### src/rtl/fdc_cfg_pkg.sv
package fdc_cfg_pkg;
  localparam logic [7:0] CFG_OPCODE = 8'h13;
  localparam int THR_W    = 4;
  localparam int TRK_W    = 8;
  localparam int FLG_W    = 7;
  localparam int SEEK_BIT = 6;
  localparam int FIFO_BIT = 5;
  localparam int POLL_BIT = 4;

  typedef enum logic [1:0] {
    ST_IDLE,
    ST_RSVD,
    ST_FLAGS,
    ST_TRACK
  } cmd_state_t;

  typedef struct packed {
    logic             seek_en;
    logic             fifo_dis;
    logic             poll_dis;
    logic [THR_W-1:0] thresh;
    logic [TRK_W-1:0] pretrk;
  } cfg_t;

  localparam cfg_t CFG_DEFAULT = '{
    seek_en:  1'b0,
    fifo_dis: 1'b1,
    poll_dis: 1'b0,
    thresh:   '0,
    pretrk:   '0
  };
endpackage

### src/rtl/fdc_cfg_parser.sv
module fdc_cfg_parser
  import fdc_cfg_pkg::*;
(
  input  logic             clk,
  input  logic             rst,
  input  logic             sw_rst,
  input  logic             wr_stb,
  input  logic [7:0]       wr_data,
  output logic             busy,
  output logic             fire,
  output logic [FLG_W-1:0] flags_byte,
  output logic [TRK_W-1:0] track_byte
);
  cmd_state_t       st, st_nx;
  logic [FLG_W-1:0] flags_q;

  always_comb begin
    st_nx = st;
    if (wr_stb) begin
      case (st)
        ST_IDLE:  if (wr_data == CFG_OPCODE) st_nx = ST_RSVD;
        ST_RSVD:  st_nx = ST_FLAGS;
        ST_FLAGS: st_nx = ST_TRACK;
        ST_TRACK: st_nx = ST_IDLE;
        default:  st_nx = ST_IDLE;
      endcase
    end
  end

  always_ff @(posedge clk) begin
    if (rst || sw_rst) begin
      st      <= ST_IDLE;
      busy    <= 1'b0;
      flags_q <= '0;
    end else begin
      st   <= st_nx;
      busy <= (st_nx != ST_IDLE);
      if (wr_stb && st == ST_FLAGS) flags_q <= wr_data[FLG_W-1:0];
    end
  end

  assign fire       = (st == ST_TRACK) && wr_stb && !sw_rst;
  assign flags_byte = flags_q;
  assign track_byte = wr_data[TRK_W-1:0];

  assert_bad_op_idle_R3: assert property (@(posedge clk) disable iff (rst)
    (st == ST_IDLE && wr_stb && wr_data != CFG_OPCODE && !sw_rst) |=> (st == ST_IDLE && !busy));
  assert_busy_after_op_R4: assert property (@(posedge clk) disable iff (rst)
    (st == ST_IDLE && wr_stb && wr_data == CFG_OPCODE && !sw_rst) |=> busy);
  assert_no_result_R4: assert property (@(posedge clk) disable iff (rst)
    fire |=> (!busy && st == ST_IDLE));
  assert_abort_R6: assert property (@(posedge clk) disable iff (rst)
    sw_rst |=> (!busy && st == ST_IDLE));
endmodule

### src/rtl/fdc_cfg_regs.sv
module fdc_cfg_regs
  import fdc_cfg_pkg::*;
(
  input  logic             clk,
  input  logic             rst,
  input  logic             sw_rst,
  input  logic             lock_in,
  input  logic             mode_seek_in,
  input  logic             fire,
  input  logic [FLG_W-1:0] flags_byte,
  input  logic [TRK_W-1:0] track_byte,
  output cfg_t             cfg,
  output logic             seek_eff
);
  cfg_t cfg_q;

  always_ff @(posedge clk) begin
    if (rst) begin
      cfg_q <= CFG_DEFAULT;
    end else if (sw_rst) begin
      cfg_q.poll_dis <= 1'b0;
      cfg_q.seek_en  <= 1'b0;
      if (!lock_in) begin
        cfg_q.thresh   <= CFG_DEFAULT.thresh;
        cfg_q.fifo_dis <= CFG_DEFAULT.fifo_dis;
        cfg_q.pretrk   <= CFG_DEFAULT.pretrk;
      end
    end else if (fire) begin
      cfg_q.seek_en  <= flags_byte[SEEK_BIT];
      cfg_q.fifo_dis <= flags_byte[FIFO_BIT];
      cfg_q.poll_dis <= flags_byte[POLL_BIT];
      cfg_q.thresh   <= flags_byte[THR_W-1:0];
      cfg_q.pretrk   <= track_byte;
    end
  end

  always_ff @(posedge clk) begin
    if (rst) seek_eff <= 1'b0;
    else     seek_eff <= cfg_q.seek_en | mode_seek_in;
  end

  assign cfg = cfg_q;

  assert_load_R2: assert property (@(posedge clk) disable iff (rst)
    (fire && !sw_rst) |=> (cfg_q.thresh == $past(flags_byte[THR_W-1:0]) && cfg_q.pretrk == $past(track_byte)));
  assert_hold_R3: assert property (@(posedge clk) disable iff (rst)
    (!fire && !sw_rst) |=> $stable(cfg_q));
  assert_lock_keep_R5: assert property (@(posedge clk) disable iff (rst)
    (sw_rst && lock_in) |=> ($stable(cfg_q.thresh) && $stable(cfg_q.fifo_dis) && $stable(cfg_q.pretrk)));
  assert_unlock_default_R5: assert property (@(posedge clk) disable iff (rst)
    (sw_rst && !lock_in) |=> (cfg_q.thresh == '0 && cfg_q.fifo_dis && cfg_q.pretrk == '0));
  assert_swrst_clear_R6: assert property (@(posedge clk) disable iff (rst)
    sw_rst |=> (!cfg_q.poll_dis && !cfg_q.seek_en));
  assert_mode_seek_R7: assert property (@(posedge clk) disable iff (rst)
    mode_seek_in |=> seek_eff);
endmodule

### src/rtl/fdc_poll_window.sv
module fdc_poll_window #(
  parameter int unsigned CYC_PER_MS = 100000,
  parameter int unsigned WINDOW_MS  = 500
) (
  input  logic clk,
  input  logic rst,
  input  logic sw_rst,
  input  logic fire,
  input  logic fire_poll_dis,
  output logic poll_irq
);
  localparam int unsigned WIN  = CYC_PER_MS * WINDOW_MS;
  localparam int          CW   = (WIN > 1) ? $clog2(WIN) : 1;
  localparam logic [CW-1:0] LOAD = CW'(WIN - 1);

  logic [CW-1:0] cnt;
  logic          armed;

  always_ff @(posedge clk) begin
    if (rst || sw_rst) begin
      cnt      <= LOAD;
      armed    <= 1'b1;
      poll_irq <= 1'b0;
    end else if (armed) begin
      if (fire && fire_poll_dis) begin
        armed <= 1'b0;
      end else if (cnt == '0) begin
        armed    <= 1'b0;
        poll_irq <= 1'b1;
      end else begin
        cnt <= cnt - CW'(1);
      end
    end
  end

  assert_irq_sticky_R8: assert property (@(posedge clk) disable iff (rst)
    (poll_irq && !sw_rst) |=> poll_irq);
  assert_irq_on_expiry_R8: assert property (@(posedge clk) disable iff (rst || sw_rst)
    $rose(poll_irq) |-> $past(armed && cnt == '0));
  assert_suppress_R9: assert property (@(posedge clk) disable iff (rst)
    (armed && fire && fire_poll_dis && !sw_rst) |=> (!armed && !poll_irq));
endmodule

### src/rtl/fdc_cfg_cmd.sv
module fdc_cfg_cmd
  import fdc_cfg_pkg::*;
#(
  parameter int unsigned CYC_PER_MS = 100000,
  parameter int unsigned WINDOW_MS  = 500
) (
  input  logic             clk,
  input  logic             rst,
  input  logic             sw_rst,
  input  logic             lock_in,
  input  logic             mode_seek_in,
  input  logic             wr_stb,
  input  logic [7:0]       wr_data,
  output logic             busy,
  output logic [THR_W-1:0] cfg_thresh,
  output logic             cfg_fifo_dis,
  output logic             cfg_poll_dis,
  output logic             cfg_seek_en,
  output logic [TRK_W-1:0] cfg_pretrk,
  output logic             seek_eff,
  output logic             poll_irq
);
  logic             fire;
  logic [FLG_W-1:0] flags_byte;
  logic [TRK_W-1:0] track_byte;
  cfg_t             cfg;

  fdc_cfg_parser u_parser (
    .clk(clk), .rst(rst), .sw_rst(sw_rst),
    .wr_stb(wr_stb), .wr_data(wr_data),
    .busy(busy), .fire(fire),
    .flags_byte(flags_byte), .track_byte(track_byte)
  );

  fdc_cfg_regs u_regs (
    .clk(clk), .rst(rst), .sw_rst(sw_rst),
    .lock_in(lock_in), .mode_seek_in(mode_seek_in),
    .fire(fire), .flags_byte(flags_byte), .track_byte(track_byte),
    .cfg(cfg), .seek_eff(seek_eff)
  );

  fdc_poll_window #(.CYC_PER_MS(CYC_PER_MS), .WINDOW_MS(WINDOW_MS)) u_window (
    .clk(clk), .rst(rst), .sw_rst(sw_rst),
    .fire(fire), .fire_poll_dis(flags_byte[POLL_BIT]),
    .poll_irq(poll_irq)
  );

  assign cfg_thresh   = cfg.thresh;
  assign cfg_fifo_dis = cfg.fifo_dis;
  assign cfg_poll_dis = cfg.poll_dis;
  assign cfg_seek_en  = cfg.seek_en;
  assign cfg_pretrk   = cfg.pretrk;

  assert_reset_defaults_R1: assert property (@(posedge clk)
    rst |=> (cfg_fifo_dis && !cfg_poll_dis && !cfg_seek_en && cfg_thresh == '0 &&
             cfg_pretrk == '0 && !busy && !poll_irq));
endmodule

### config.mk
export PLATFORM = sky130hd
export DESIGN_NAME = fdc_cfg_cmd
export DESIGN_NICKNAME = d
export VERILOG_FILES = /design/src/rtl/fdc_cfg_pkg.sv /design/src/rtl/fdc_cfg_parser.sv /design/src/rtl/fdc_cfg_regs.sv /design/src/rtl/fdc_poll_window.sv /design/src/rtl/fdc_cfg_cmd.sv
export SDC_FILE = /design/constraint.sdc
export NUM_CORES = 1
export LEC_CHECK = 0
export BUFFER_PORTS_ARGS = -buffer_cell sky130_fd_sc_hd__buf_2
export CORE_ASPECT_RATIO = 1.75
export CORE_MARGIN = 4
export CORE_UTILIZATION = 51
export DETAILED_ROUTE_END_ITERATION = 12
export HOLD_SLACK_MARGIN = 0.05
export PLACE_DENSITY_LB_ADDON = 0.25
export SYNTH_ARGS = -nofsm -noshare
export SYNTH_HDL_FRONTEND = slang
export SYNTH_SLANG_ARGS = --single-unit
### constraint.sdc
create_clock -name clk -period 5.4 [get_ports clk]
set_clock_uncertainty 0.05 [all_clocks]
set_input_delay 1.08 -clock clk [delete_from_list [all_inputs] [get_ports clk]]
set_output_delay 1.08 -clock clk [all_outputs]
set_load 0.01 [all_outputs]
## Yosys cells after proc, flatten, opt, wreduce, memory -nomap -nowiden

Index checks and enable logic that the tools add are counted.

| word-level totals | value |
|---|---|
| flip-flop bits (word level) | 54 |
| latch bits | 0 |
| memory bits (writable) | 0 |
| memory bits (read-only) | 0 |
| input port bits | 14 |
| output and inout bits | 18 |
| word-level logic and storage cells | 45 |
| memories kept | 0 |

| operators by class | value |
|---|---|
| $add $sub $neg | 1 |
| multiply operators | 0 |
| divide/modulo/power cells | 0 |
| order comparisons | 0 |
| equal/unequal tests | 5 |
| shifts and indexed selects | 0 |
| muxes and demuxes | 10 |
| bitwise operators | 3 |
| reduce and logical (&&, ||, !) cells | 14 |

Operators by type and width:

| kind | count |
|---|---|
| $mux W14 | 2 |
| $logic_not A26 Y1 | 1 |
| $sub A26 B1 Y26 const B | 1 |
| $mux W12 | 1 |
| $eq A8 B5 Y1 const B | 1 |
| $pmux W2 S4 | 1 |
| $reduce_and A3 Y1 | 2 |
| $eq A2 B2 Y1 const B | 2 |
| $logic_and A1 B1 Y1 | 4 |
| $mux W1 | 4 |
| $mux W2 | 2 |
| $reduce_bool A2 Y1 | 2 |
| $eq A2 B1 Y1 const B | 1 |
| $logic_not A2 Y1 | 1 |
| $ne A2 B2 Y1 const B | 1 |
| $not A1 Y1 | 2 |
| $reduce_and A2 Y1 | 1 |
| $reduce_or A2 Y1 | 1 |
| $logic_not A1 Y1 | 1 |
| $logic_or A1 B1 Y1 | 1 |
| $or A1 B1 Y1 | 1 |

## Logic depth before layout (Yosys ltp)

| depth | value |
|---|---|
| depth after elaboration | 6 |
| gate-level depth with buffers | 8 |
| gate-level depth less buffers | 7 |

## By module

Synthesis repeated with hierarchy kept, for this count alone.

| second synthesis, totals | value |
|---|---|
| cells, all modules | 294 |
| area total of the unflattened synthesis | 2750.1 um2 |

Modules (own cells, without submodules):

| module | instances | cells each | area each (um2) |
|---|---|---|---|
| fdc_poll_window | 1 | 163 | 1433.9 |
| fdc_cfg_regs | 1 | 69 | 797.0 |
| fdc_cfg_parser | 1 | 62 | 519.2 |

## Worst setup path after synthesis

OpenSTA, ideal clock, no wires.

| timing | value |
|---|---|
| path type | input to register |
| start point | input wr_data[2] |
| end point | register u_parser.busy |
| arrival time | 2.294 ns |
| data required time | 5.292 ns |
| setup slack | 2.999 ns |
| stages on the path | 5 |
| path through | or4b_2 -> o21ai_0 -> a21oi_1 -> a211oi_1 -> or2_1 |

| on the way | value |
|---|---|
| word-level cells in the longest chain between the ends | 5 |

Ends and longest elaborated chain:

| element | RTL line | source |
|---|---|---|
| start: declaration | fdc_cfg_cmd.sv:13 | `input logic [7:0] wr_data,` |
| $eq A8 B5 Y1 | fdc_cfg_parser.sv:21 | `ST_IDLE: if (wr_data == CFG_OPCODE) st_nx = ST_RSVD;` |
| $mux W2 | fdc_cfg_parser.sv:21 |  |
| $pmux W2 S4 | fdc_cfg_parser.sv:20 | `case (st)` |
| $mux W2 | fdc_cfg_parser.sv:19 | `if (wr_stb) begin` |
| $reduce_bool A2 Y1 | fdc_cfg_parser.sv:37 | `busy <= (st_nx != ST_IDLE);` |
| end signal: assignment | fdc_cfg_parser.sv:37 |  |
| end: declaration | fdc_cfg_parser.sv:9 | `output logic busy,` |

No other way between the ends.
A chain may end at the register's enable or synchronous reset.

## Final worst setup path

| timing | value |
|---|---|
| start point | input wr_stb |
| end point | register u_regs.cfg_q (netlist bit u_regs.cfg[13]) |

| on the way | value |
|---|---|
| word-level cells in the longest chain between the ends | 4 |

Ends and longest elaborated chain:

| element | RTL line | source |
|---|---|---|
| start: declaration | fdc_cfg_cmd.sv:12 | `input logic wr_stb,` |
| $logic_and A1 B1 Y1 (2 in series) | fdc_cfg_parser.sv:42 | `assign fire = (st == ST_TRACK) && wr_stb && !sw_rst;` |
| $reduce_bool A2 Y1 (no source line) | -- |  |
| $reduce_and A2 Y1 (no source line) | -- |  |
| end: declaration | fdc_cfg_regs.sv:15 | `cfg_t cfg_q;` |

No other way between the ends.

==> summary.txt <==
Placed design
  • Number of buffers added on ports: 31
  • Gpl congestion: 0.8012
  • Pre-CTS setup slack: around 2500 ps
  • Detailed Place HPWL: 3922 microns

Power and ir drop
  • Clock network power share: 0.437
  • Net Sw Power: ~0.15 mW
  • Comb pwr share: 0.030
  • Overall power: 0.7514 mW
  • Power per Cell Area: between 200 and 300 nW/um^2
  • Maximum VDD drop: about 0.28 mV
  • Seq pwr share: 0.533
  • Cell Int Power: ~0.6 mW
  • Sw Ratio: 0.1956
  • Leakage Power: slightly above 1 nW

Floorplan
  • Starting Density: 0.5211
  • Core Rows: 33
  • DIE WIDTH: ~60 microns
  • Ports: 32
  • Die area: 5979 sq um
  • Die Y: roughly 99 microns
  • Core Footprint: about 4700 sq um

Timing
  • Final period demand of the worst path: 2562 ps
  • Worst-Margin Slew: slightly below 1000 ps
  • Relative slew slack: 0.3506
  • Final Slew Violations: 0
  • Hold slack: 408.7 ps
  • TNS Setup: 0 ps
  • Final period util: 0.4745
  • Final hold violations: 0
  • RSZ-0062 raised after global routing: false
  • Final setup viols: 0
  • Setup ws final: about 2800 ps
  • Fmax achieved: between 300 and 400 MHz

Logic synthesis
  • Post-Synth Adder-Cell Area: 0.02573
  • Syn avg cell area: ~8.7 sq um
  • Largest family of logic cells by synthesized area: simple AND/OR/NAND/NOR gates
  • Most used DFF post-synth: dfxtp_1
  • Count of cell types in the netlist: 51
  • EDFF count, synth: 0
  • Xor/xnor share of the synthesized area: 0.01081
  • Post-Syn Instances: 278
  • Fraction of registers with async set/reset: 0
  • Area of the mapped netlist: around 2400 sq um
  • Compound-Gate Fraction of Synth Area: 0.1688
  • Synth Register Bits: between 50 and 60
  • Proportion of synthesized area in mux cells: 0.01235
  • Syn_nets: between 200 and 300
  • Seq/Total Area, Yosys: 0.4447
  • Ys Warns: 0
  • Simple-Gate Fraction of Synth Area: 0.2985

Outcome
  • Status: finished clean

Routing
  • Routed wl met2: 2860 microns
  • WL met1: between 2000 and 2500 microns
  • Vias per cell: ~6
  • Via count: around 2100
  • Max Used Layer: met4
  • Detailed Route WL: 5421 microns
  • WL met3: about 180 microns
  • Antenna Nets Post-Route: 0
  • Initial DRT Pass Iterations: 4
  • Routed wire per std cell: between 15 and 20 microns
  • DRC Markers: 0
  • DRT iter0 DRCs: 53

Cells and area
  • Storage element area: ~1100 sq um
  • Share of layout cells above drive strength 1: 0.1782
  • Footprint of the multi-input gates: between 1000 and 1500 sq um
  • Area delta synth->final: 12.40%
  • Ant diodes: 0
  • Final #Nets: 321
  • FILL cells: ~430

CTS
  • CTS Hold Bufs: 0
  • CTS tree: done
  • Post-CTS sizing: 0
  • Clock buffer depth: 2
  • Num CTS Buffers: 5
  • Setup bufs post-CTS: 0
  • H-tree depth: 2
  • CTS clk-pin slew, worst paths: 90 ps
  • Worst-Skew Late Latency: roughly 310 ps
  • Clock sinks: 54
  • Clk root buf: clkbuf_8

Worst setup path
  • Crit start category: input port
  • Critical path arrival: between 2000 and 3000 ps
  • Setup Crit Path Kind: input port to register
  • Peak fanout along the critical path: 14
  • Worst Setup End Kind: register
  • CP required: 5550 ps

Job
  • Max Cap Violations: 0

Global route
  • GRT Total Usage: 0.2024
  • Pin count of the biggest net entering global routing: 29
  • GR Overflow Total: 0
  • Initial antenna violation count: 0
  • First-pass GRT wire length: roughly 9500 microns
  • Vias in the first global route: roughly 2200

Worst hold path
  • Worst hold path type: register to register
-- per-layer routing --
layer	GRT usage	up-vias
met2	0.3592	41
met4	0.1092	0
met1	0.2127	1006
li1	-	1058
met5	0	-
met3	0.04026	16
-- placed cells by master, fill, tap and decap left out, types with 3 or more instances in the layout --
cell | synthesis | routed
and4_1 | 5 | 5
a21oi_1 | 19 | 19
a22oi_1 | 12 | 12
or2_2 | 3 | 3
ha_1 | 5 | 5
o21ai_0 | 6 | 6
or3_1 | 10 | 10
nor4_1 | 6 | 6
o31ai_1 | 5 | 5
nor3_1 | 4 | 4
dfxtp_1 | 54 | 54
o21ai_1 | 10 | 10
nand3b_1 | 4 | 4
clkbuf_8 | 0 | 6
and2_1 | 3 | 3
nand2_1 | 24 | 24
nor2_1 | 29 | 29
a31oi_1 | 5 | 5
inv_1 | 7 | 7
or4_1 | 5 | 5
nand3_1 | 15 | 15
mux2i_1 | 3 | 3
buf_2 | 1 | 31
-- path summary, 6_finish.rpt --
| kind | from | end | slack [ps] | cells past startpoint |
|---|---|---|---|---|
| worst max-delay path | wr_stb | u_regs.cfg[13] | 2840 | 6 |
| worst min-delay path | u_regs.cfg[12] | u_regs.cfg[12] | 410 | 2 |
| worst max register to register | u_window.cnt[20] | u_window.cnt[12] | 3060 | 5 |
| worst min register to register | u_regs.cfg[12] | u_regs.cfg[12] | 410 | 2 |
-- Yosys cell counts (2+ instances only) --
| master | count | share of area |
|---|---|---|
| or4_1 | 5 | 0.015 |
| nand3_1 | 15 | 0.031 |
| and3_1 | 2 | 0.0051 |
| o31ai_1 | 5 | 0.015 |
| nand2_1 | 24 | 0.037 |
| inv_1 | 7 | 0.011 |
| nor4_4 | 2 | 0.017 |
| or2_2 | 3 | 0.0077 |
| a31oi_1 | 5 | 0.013 |
| nor3_1 | 4 | 0.0082 |
| a22oi_1 | 12 | 0.037 |
| clkbuf_1 | 11 | 0.017 |
| ha_1 | 5 | 0.026 |
| nor4_1 | 6 | 0.015 |
| nor2_1 | 29 | 0.045 |
| o21ai_0 | 6 | 0.012 |
| dfxtp_1 | 54 | 0.44 |
| xnor2_1 | 2 | 0.0072 |
| and2_1 | 3 | 0.0077 |
| or3_1 | 10 | 0.026 |
| o21ai_1 | 10 | 0.021 |
| nand3b_1 | 4 | 0.012 |
| a21oi_1 | 19 | 0.039 |
| nand4b_1 | 2 | 0.0072 |
| and4_1 | 5 | 0.018 |
| mux2i_1 | 3 | 0.012 |
-- layout make-up --
| type | instances | share of cell area |
|---|---|---|
| Clock buffer | 6 | 0.03022 |
| Clock inverter | 2 | 0.02198 |
| Inverter | 7 | 0.009615 |
| Multi-Input combinational cell | 202 | 0.4592 |
| Sequential cell | 54 | 0.3956 |
| Tap cell | 52 | 0.02381 |
| Timing Repair Buffer | 32 | 0.05952 |
-- state kept, by name, indices dropped and copies added (netlist names) --
name	flops
u_parser.flags_byte	7
u_parser.st	2
u_regs.seek_eff	1
u_window.armed	1
u_window.cnt	26
u_parser.busy	1
u_window.poll_irq	1
u_regs.cfg	15
-- per-stage QoR --
step | area [sq um] | util | cells
after global placement | 2590 | 0.5551 | 347
after floorplan | 2431 | - | 278
after CTS | 2733 | 0.5857 | 355
after global routing | 2733 | 0.5857 | 355
after detailed placement | 2590 | 0.5551 | 347
final | 2733 | 0.5857 | 355
-- logic make-up (layout without fill, tap and decap cells) --
| kind of cell | after synthesis | count (layout) |
|---|---|---|
| AND/OR/NAND/NOR | 126 | 126 |
| adder cells (fa/ha/maj) | 5 | 5 |
| buffers and inverters | 22 | 47 |
| flip-flops | 54 | 54 |
| AO/OA/AOI/OAI | 65 | 65 |
| XOR/XNOR | 3 | 3 |
| multiplexers | 3 | 3 |
-- critical path: stages --
cell and delay (ps):
buf_2 180, and3b_1 340, a21oi_1 810, inv_1 90, o22ai_1 150, nand2b_1 60
-- power by group through the flow --
| stage | registers, mW | logic (mW) | clock network [mW] |
|---|---|---|---|
| floorplan | 0.409 | 0.0123 | 0 |
| global placement | 0.410 | 0.0228 | 0 |
| detailed placement | 0.410 | 0.0230 | 0 |
| CTS | 0.400 | 0.0231 | 0.335 |
| global route | 0.401 | 0.0252 | 0.353 |
| finish | 0.400 | 0.0229 | 0.328 |
No activity file was read; power rests on OpenSTA's default activity.
